### src/rtl/cdp_pkg.sv
package cdp_pkg;

    localparam logic [7:0] TYPE_CFG = 8'h02;
    localparam logic [7:0] TYPE_IFC = 8'h04;
    localparam logic [7:0] TYPE_EP  = 8'h05;

    typedef struct packed {
        logic [7:0]  ifc_class;
        logic [7:0]  interval;
        logic [15:0] max_pkt;
        logic [1:0]  xfer;
        logic        dir_in;
        logic [3:0]  ep_num;
    } ep_entry_t;

    typedef struct packed {
        logic [7:0] ifc_num;
        logic [7:0] alt;
        logic [7:0] ifc_class;
        logic [7:0] n_eps;
    } ifc_entry_t;

    localparam int EP_W  = $bits(ep_entry_t);
    localparam int IFC_W = $bits(ifc_entry_t);

endpackage

### src/rtl/cdp_walker.sv
module cdp_walker (
    input  logic        clk,
    input  logic        rst_n,
    input  logic        in_valid_i,
    input  logic [7:0]  in_data_i,
    input  logic        in_last_i,
    output logic        step_o,
    output logic        restart_o,
    output logic        last_o,
    output logic [7:0]  pos_o,
    output logic [7:0]  dtype_o,
    output logic [15:0] cnt_o,
    output logic        fmt_err_o,
    output logic        done_o
);
    typedef struct packed {
        logic [7:0]  pos;
        logic [7:0]  len;
        logic [7:0]  dtype;
        logic [15:0] cnt;
        logic        halt;
        logic        fmt_err;
        logic        done;
    } walk_t;

    walk_t q, d, b;
    logic  step;
    logic  restart;

    always_comb begin
        restart = in_valid_i && q.done;
        b       = restart ? '0 : q;
        d       = b;
        step    = 1'b0;
        if (in_valid_i) begin
            d.cnt  = b.cnt + 16'd1;
            d.done = in_last_i;
            if (!b.halt) begin
                if (b.pos == 8'd0) begin
                    if (in_data_i < 8'd2) begin
                        d.fmt_err = 1'b1;
                        d.halt    = 1'b1;
                    end else begin
                        d.len = in_data_i;
                        d.pos = 8'd1;
                        step  = 1'b1;
                    end
                end else begin
                    step = 1'b1;
                    if (b.pos == 8'd1) begin
                        d.dtype = in_data_i;
                    end
                    d.pos = (b.pos == b.len - 8'd1) ? 8'd0 : b.pos + 8'd1;
                end
            end
        end
    end

    always_ff @(posedge clk or negedge rst_n) begin
        if (!rst_n) q <= '0;
        else        q <= d;
    end

    assign step_o    = step;
    assign restart_o = restart;
    assign last_o    = in_valid_i && in_last_i;
    assign pos_o     = b.pos;
    assign dtype_o   = b.dtype;
    assign cnt_o     = d.cnt;
    assign fmt_err_o = q.fmt_err;
    assign done_o    = q.done;
endmodule

### src/rtl/cdp_decoder.sv
module cdp_decoder
    import cdp_pkg::*;
#(
    parameter int EP_MAX  = 4,
    parameter int IFC_MAX = 4,
    parameter int EAW     = 2,
    parameter int IAW     = 2
) (
    input  logic             clk,
    input  logic             rst_n,
    input  logic             step_i,
    input  logic             restart_i,
    input  logic             last_i,
    input  logic [7:0]       pos_i,
    input  logic [7:0]       dtype_i,
    input  logic [7:0]       data_i,
    input  logic [15:0]      cnt_i,
    output logic [15:0]      total_len_o,
    output logic [7:0]       num_ifc_o,
    output logic [7:0]       ifc_seen_o,
    output logic [7:0]       ep_seen_o,
    output logic             len_err_o,
    output logic             ovf_err_o,
    output logic             ep_we_o,
    output logic [EAW-1:0]   ep_waddr_o,
    output ep_entry_t        ep_wdata_o,
    output logic             ifc_we_o,
    output logic [IAW-1:0]   ifc_waddr_o,
    output ifc_entry_t       ifc_wdata_o
);
    localparam logic [7:0] EP_LIM  = 8'(EP_MAX);
    localparam logic [7:0] IFC_LIM = 8'(IFC_MAX);

    typedef struct packed {
        logic [15:0] total_len;
        logic [7:0]  num_ifc;
        logic [7:0]  ifc_seen;
        logic [7:0]  ep_seen;
        logic [7:0]  cur_class;
        logic [7:0]  ifc_num;
        logic [7:0]  ifc_alt;
        logic [7:0]  ifc_neps;
        logic        ep_dir;
        logic [3:0]  ep_num;
        logic [1:0]  ep_xfer;
        logic [15:0] ep_mps;
        logic        len_err;
        logic        ovf_err;
    } dec_t;

    dec_t q, d, b;

    always_comb begin
        b           = restart_i ? '0 : q;
        d           = b;
        ep_we_o     = 1'b0;
        ep_waddr_o  = b.ep_seen[EAW-1:0];
        ep_wdata_o  = '0;
        ifc_we_o    = 1'b0;
        ifc_waddr_o = b.ifc_seen[IAW-1:0];
        ifc_wdata_o = '0;
        if (step_i && pos_i >= 8'd2) begin
            unique case (dtype_i)
                TYPE_CFG: begin
                    case (pos_i)
                        8'd2: d.total_len[7:0]  = data_i;
                        8'd3: d.total_len[15:8] = data_i;
                        8'd4: d.num_ifc         = data_i;
                        default: ;
                    endcase
                end
                TYPE_IFC: begin
                    case (pos_i)
                        8'd2: d.ifc_num  = data_i;
                        8'd3: d.ifc_alt  = data_i;
                        8'd4: d.ifc_neps = data_i;
                        8'd5: begin
                            d.cur_class = data_i;
                            ifc_we_o    = (b.ifc_seen < IFC_LIM);
                            ifc_wdata_o = '{ifc_num: b.ifc_num, alt: b.ifc_alt,
                                            ifc_class: data_i, n_eps: b.ifc_neps};
                            if (b.ifc_seen != 8'hFF) d.ifc_seen = b.ifc_seen + 8'd1;
                        end
                        default: ;
                    endcase
                end
                TYPE_EP: begin
                    case (pos_i)
                        8'd2: begin
                            d.ep_dir = data_i[7];
                            d.ep_num = data_i[3:0];
                        end
                        8'd3: d.ep_xfer       = data_i[1:0];
                        8'd4: d.ep_mps[7:0]   = data_i;
                        8'd5: d.ep_mps[15:8]  = data_i;
                        8'd6: begin
                            ep_we_o    = (b.ep_seen < EP_LIM);
                            ep_wdata_o = '{ifc_class: b.cur_class, interval: data_i,
                                           max_pkt: b.ep_mps, xfer: b.ep_xfer,
                                           dir_in: b.ep_dir, ep_num: b.ep_num};
                            if (b.ep_seen >= EP_LIM) d.ovf_err = 1'b1;
                            if (b.ep_seen != 8'hFF) d.ep_seen = b.ep_seen + 8'd1;
                        end
                        default: ;
                    endcase
                end
                default: ;
            endcase
        end
        if (last_i) begin
            d.len_err = (cnt_i != d.total_len);
        end
    end

    always_ff @(posedge clk or negedge rst_n) begin
        if (!rst_n) q <= '0;
        else        q <= d;
    end

    assign total_len_o = q.total_len;
    assign num_ifc_o   = q.num_ifc;
    assign ifc_seen_o  = q.ifc_seen;
    assign ep_seen_o   = q.ep_seen;
    assign len_err_o   = q.len_err;
    assign ovf_err_o   = q.ovf_err;
endmodule

### src/rtl/cdp_regtable.sv
module cdp_regtable #(
    parameter int W  = 8,
    parameter int N  = 4,
    parameter int AW = 2
) (
    input  logic           clk,
    input  logic           rst_n,
    input  logic           clr_i,
    input  logic           we_i,
    input  logic [AW-1:0]  waddr_i,
    input  logic [W-1:0]   wdata_i,
    output logic [N*W-1:0] table_o
);
    for (genvar g = 0; g < N; g++) begin : g_slot
        logic [W-1:0] slot_d, slot_q;

        always_comb begin
            slot_d = slot_q;
            if (clr_i) slot_d = '0;
            else if (we_i && waddr_i == AW'(g)) slot_d = wdata_i;
        end

        always_ff @(posedge clk or negedge rst_n) begin
            if (!rst_n) slot_q <= '0;
            else        slot_q <= slot_d;
        end

        assign table_o[g*W +: W] = slot_q;
    end
endmodule

### src/rtl/cfg_desc_parser.sv
module cfg_desc_parser
    import cdp_pkg::*;
#(
    parameter int EP_MAX  = 4,
    parameter int IFC_MAX = 4
) (
    input  logic                    clk,
    input  logic                    rst_n,
    input  logic                    in_valid,
    input  logic [7:0]              in_data,
    input  logic                    in_last,
    output logic                    done,
    output logic                    fmt_err,
    output logic                    len_err,
    output logic                    ovf_err,
    output logic [15:0]             total_len,
    output logic [7:0]              num_ifc,
    output logic [7:0]              ifc_seen,
    output logic [7:0]              ep_seen,
    output logic [EP_MAX*EP_W-1:0]  ep_table,
    output logic [IFC_MAX*IFC_W-1:0] ifc_table
);
    localparam int EAW = (EP_MAX  > 1) ? $clog2(EP_MAX)  : 1;
    localparam int IAW = (IFC_MAX > 1) ? $clog2(IFC_MAX) : 1;

    logic           step, restart, last;
    logic [7:0]     pos, dtype;
    logic [15:0]    cnt;
    logic           ep_we, ifc_we;
    logic [EAW-1:0] ep_waddr;
    logic [IAW-1:0] ifc_waddr;
    ep_entry_t      ep_wdata;
    ifc_entry_t     ifc_wdata;

    cdp_walker u_walk (
        .clk(clk), .rst_n(rst_n),
        .in_valid_i(in_valid), .in_data_i(in_data), .in_last_i(in_last),
        .step_o(step), .restart_o(restart), .last_o(last),
        .pos_o(pos), .dtype_o(dtype), .cnt_o(cnt),
        .fmt_err_o(fmt_err), .done_o(done)
    );

    cdp_decoder #(.EP_MAX(EP_MAX), .IFC_MAX(IFC_MAX), .EAW(EAW), .IAW(IAW)) u_dec (
        .clk(clk), .rst_n(rst_n),
        .step_i(step), .restart_i(restart), .last_i(last),
        .pos_i(pos), .dtype_i(dtype), .data_i(in_data), .cnt_i(cnt),
        .total_len_o(total_len), .num_ifc_o(num_ifc),
        .ifc_seen_o(ifc_seen), .ep_seen_o(ep_seen),
        .len_err_o(len_err), .ovf_err_o(ovf_err),
        .ep_we_o(ep_we), .ep_waddr_o(ep_waddr), .ep_wdata_o(ep_wdata),
        .ifc_we_o(ifc_we), .ifc_waddr_o(ifc_waddr), .ifc_wdata_o(ifc_wdata)
    );

    cdp_regtable #(.W(EP_W), .N(EP_MAX), .AW(EAW)) u_ep_tab (
        .clk(clk), .rst_n(rst_n), .clr_i(restart),
        .we_i(ep_we), .waddr_i(ep_waddr), .wdata_i(ep_wdata),
        .table_o(ep_table)
    );

    cdp_regtable #(.W(IFC_W), .N(IFC_MAX), .AW(IAW)) u_ifc_tab (
        .clk(clk), .rst_n(rst_n), .clr_i(restart),
        .we_i(ifc_we), .waddr_i(ifc_waddr), .wdata_i(ifc_wdata),
        .table_o(ifc_table)
    );
endmodule

### config.mk
export PLATFORM = sky130hd
export DESIGN_NAME = cfg_desc_parser
export DESIGN_NICKNAME = d
export VERILOG_FILES = /design/src/rtl/cdp_pkg.sv /design/src/rtl/cdp_walker.sv /design/src/rtl/cdp_decoder.sv /design/src/rtl/cdp_regtable.sv /design/src/rtl/cfg_desc_parser.sv
export SDC_FILE = /design/constraint.sdc
export NUM_CORES = 1
export LEC_CHECK = 0
export ABC_AREA = 1
export CAP_MARGIN = 20
export CORE_MARGIN = 4
export CORE_UTILIZATION = 25
export CTS_BUF_LIST = sky130_fd_sc_hd__clkbuf_4
export CTS_CLUSTER_SIZE = 30
export DETAILED_ROUTE_END_ITERATION = 12
export DONT_BUFFER_PORTS = 1
export PLACE_DENSITY = 0.35
export SKIP_CTS_REPAIR_TIMING = 1
export SYNTH_ARGS = -nofsm -noshare
export SYNTH_HDL_FRONTEND = slang
export SYNTH_SLANG_ARGS = --single-unit
### constraint.sdc
create_clock -name clk -period 4.83 [get_ports clk]
set_input_delay 0.483 -clock clk [delete_from_list [all_inputs] [get_ports clk]]
set_output_delay 0.483 -clock clk [all_outputs]
set_load 0.005 [all_outputs]
==> metrics.md <==
| Metric | Value |
|---|---|
| Pin count of the biggest net entering global routing | 425 |
| Initial core utilization | between 20% and 30% |
| Initial antenna violation count | 6 |
| Vias per cell | ~4.6 |
| Total vias in the final route | between 10000 and 15000 |
| Drt wl/cell | 21.4 um |
| Synth cell types | 46 |
| First-pass GRT wire length | slightly above 100000 um |
| Startpoint Class | register |
| Total Wirelength | between 60000 and 70000 um |
| Commonest non-fill, non-tap cell in the layout | nand2_1 |
| R2R Path End | u_dec.ifc_seen_o[4] |
| Met3 Use GR | about 5.8% |
| Root Buffer | clkbuf_4 |
| Boundary pin count | 340 |
| Met2 Usage GRT | 28.0% |
| Period utilization | between 70% and 80% |
| Final ANT Viol Nets | 0 |
| Die Ht | 284 um |
| WP data required | 5.63 ns |
| CTS tree | done |
| Setup TNS Final | 0 ns |
| Std cell rows | 100 |
| #FFs+latches synth | 424 |
| Pwr/cell area | 388 mW/mm^2 |
| Most used routing layer | met2 |
| Placed cell area | 0.0193 sq mm |
| Core Region | 0.0748 sq mm |
| Hold Crit Class | primary input to asynchronous set/reset pin |
| Global Route Usage Sum | 16.7% |
| Port-buffer cells | 0 |
| Rel. slew slack | -22.9% |
| Post-Synthesis Cells | 2134 |
| Max-slew violations | 164 |
| Final Hold Vio Count | 424 |
| Worst vdd ir | ~0.14 mV |
| WHS | -0.771 ns |
| Drt initial violations | between 800 and 900 |
| M1 GR Usage | approximately a fifth |
| Syn nets | 2160 |
| RSZ-0062 raised after global routing | no |
| Reg-to-reg setup timing slack | 1.20 ns |
| Syn avg cell area | 8.90 sq um |
| Skew-Pair Late Insertion Delay | 0.98 ns |
| Worst Path Max Fanout | 31 |
| Final Skew | ~0.066 ns |
| DRC | 0 |
| Crit end category | register |
| Final Cell Area | 0.0210 sq mm |
| Main flop type after synthesis | dfrtp_1 |
| Crit path arrival time | 4.43 ns |
| Syn. warnings | 0 |
| Reg clk slew, reported paths | about 0.08 ns |
| Die W | 284 um |
| Worst-Margin Slew | between 1.5 and 2 ns |
| EDFF count, synth | 0 |
| Min cycle time layout | 3.63 ns |
| Final nets | 2179 |
| Overflow after GRT | 0 |
| Area delta synth->final | 10.9% |
| Setup CP Type | register to register |
| Die area | 0.0804 sq mm |
| Share of layout cells above drive strength 1 | 13.0% |
| Max-cap violations | 0 |
| Cell area after synthesis | 0.0190 sq mm |
| First-pass DRT Iterations | 5 |
| Failing checks | negative hold slack, max-slew violations |
| Clock Tree Buf Depth | 3 |
| Total power | 8.18 mW |
| Reg2Reg Depth | 16 |
| Outcome | complete, but fails checks |
| Routability-driven placement congestion ratio | 0.777 |
| Fmax | 0.275 GHz |
| Post-place setup slack | between 1 and 1.5 ns |
| Sequential fraction of the synthesis area | 55.9% |
| Worst setup margin | between 1 and 1.5 ns |
| CTS H-Tree Depth | 4 |
| Vias in the first global route | 14701 |
| FF-to-FF Start | u_walk.done_o |
| Setup Viol. Count Final | 0 |
| Clk sinks | 424 |
| Num CTS Buffers | 133 |
| Leakage power total | 10.1 nW |
| Final HPWL DP | 45200 um |
| FFs w/ async S/R, synth | 100% |
| Most frequent cells in the layout | nand2_1 (557), dfrtp_1 (424), nand3_1 (250) |
==> sequential cells by signal, indices dropped and copies added, names as in the netlist <==
register	flops
u_ifc_tab.g_slot.slot_q	128
u_walk.done_o	1
u_dec.ovf_err_o	1
u_walk.fmt_err_o	1
u_dec.total_len_o	16
u_walk.q	41
u_dec.q	55
u_ep_tab.g_slot.slot_q	156
u_dec.ep_seen_o	8
u_dec.num_ifc_o	8
u_dec.len_err_o	1
u_dec.ifc_seen_o	8
==> synthesized netlist by cell type, types with 8 or more instances <==
master,instances,area share (%)
nor2_2,10,0.33
buf_6,41,2.4
nand3_1,251,6.6
buf_2,32,0.84
o22ai_1,10,0.33
ha_1,14,0.92
nand2_2,8,0.26
xor2_1,22,1.0
clkbuf_1,26,0.51
o21ai_0,140,3.7
inv_2,13,0.26
dfrtp_1,424,56
inv_1,148,2.9
o21ai_1,178,4.7
nand2_1,557,11
a21oi_1,14,0.37
nor2_1,100,2.0
buf_4,44,1.7
buf_1,10,0.20
nand4_1,10,0.33
o21ai_2,13,0.60
nor3_1,11,0.29
==> stage by stage <==
| stage | utilization (%) | std cells |
|---|---|---|
| 2_1_floorplan | - | 2134 |
| 3_3_place_gp | 25.9 | 2975 |
| 3_5_place_dp | 25.9 | 2975 |
| 4_1_cts | 27.9 | 3182 |
| 5_1_grt | 28.1 | 3199 |
| 6_report | 28.1 | 3206 |
==> worst max-delay path, cell delays in order (launching register included) <==
cell and delay, ns:
dfrtp_1 0.46, nand2_8 0.24, clkinv_4 0.07, nor2_1 0.24, inv_1 0.13, ha_1 0.22
nand2_1 0.09, nor2_1 0.09, nand2_2 0.16, nand2_4 0.27, nor2_2 0.22, inv_2 0.08
nor2_4 0.48, nand2_1 0.24, inv_1 0.23, nand2_1 0.09, xor2_1 0.16
==> worst max-delay path by stage <==
stage,startpoint,to,depth (start not counted)
2_1_floorplan,in_valid,u_ifc_tab.g_slot[3].slot_q[30],18
3_3_place_gp,u_walk.done_o,u_ifc_tab.g_slot[3].slot_q[13],14
3_5_place_dp,u_walk.done_o,u_dec.ifc_seen_o[4],16
4_1_cts,u_walk.done_o,u_dec.ifc_seen_o[4],16
5_1_grt,u_walk.done_o,u_ep_tab.g_slot[3].slot_q[33],14
6_report,u_walk.done_o,u_dec.ifc_seen_o[4],16
==> cell families (layout without fill, tap and decap cells) <==
kind of cell,Yosys count,count (layout),synth area share (%)
and+or+nand+nor,983,983,22.7
AOI/OAI and AO/OA,365,365,10.1
other,0,12,0
DFF,424,424,55.9
buffers and inverters,321,412,9.14
xor gates and xnor gates,27,27,1.25
adders and majority gates,14,14,0.923
==> report_power, final <==
part	total (mW)	internal [mW]	switching (mW)
combinational	0.954	0.290	0.664
sequential	3.75	3.67	0.0849
clock	3.47	1.81	1.66
==> per-layer routing <==
| layer | wire length, um | share of wire, % |
|---|---|---|
| met1 | 28200 | 41 |
| met3 | 4780 | 7.0 |
| met5 | 0 | 0 |
| met4 | 1670 | 2.4 |
| met2 | 34000 | 50 |
==> cell type report <==
| cell class | instances | area (sq um) |
|---|---|---|
| Sequential cell | 424 | 10600 |
| Multi-Input combinational cell | 1389 | 6650 |
| Inverter | 166 | 628 |
| Clock buffer | 181 | 1360 |
| Timing Repair Buffer | 39 | 378 |
| Clock inverter | 26 | 176 |
| Tap cell | 969 | 1210 |
| Fill cell | 8073 | 53800 |
| Antenna cell | 12 | 30.0 |
(Power assumes the default switching activity.)
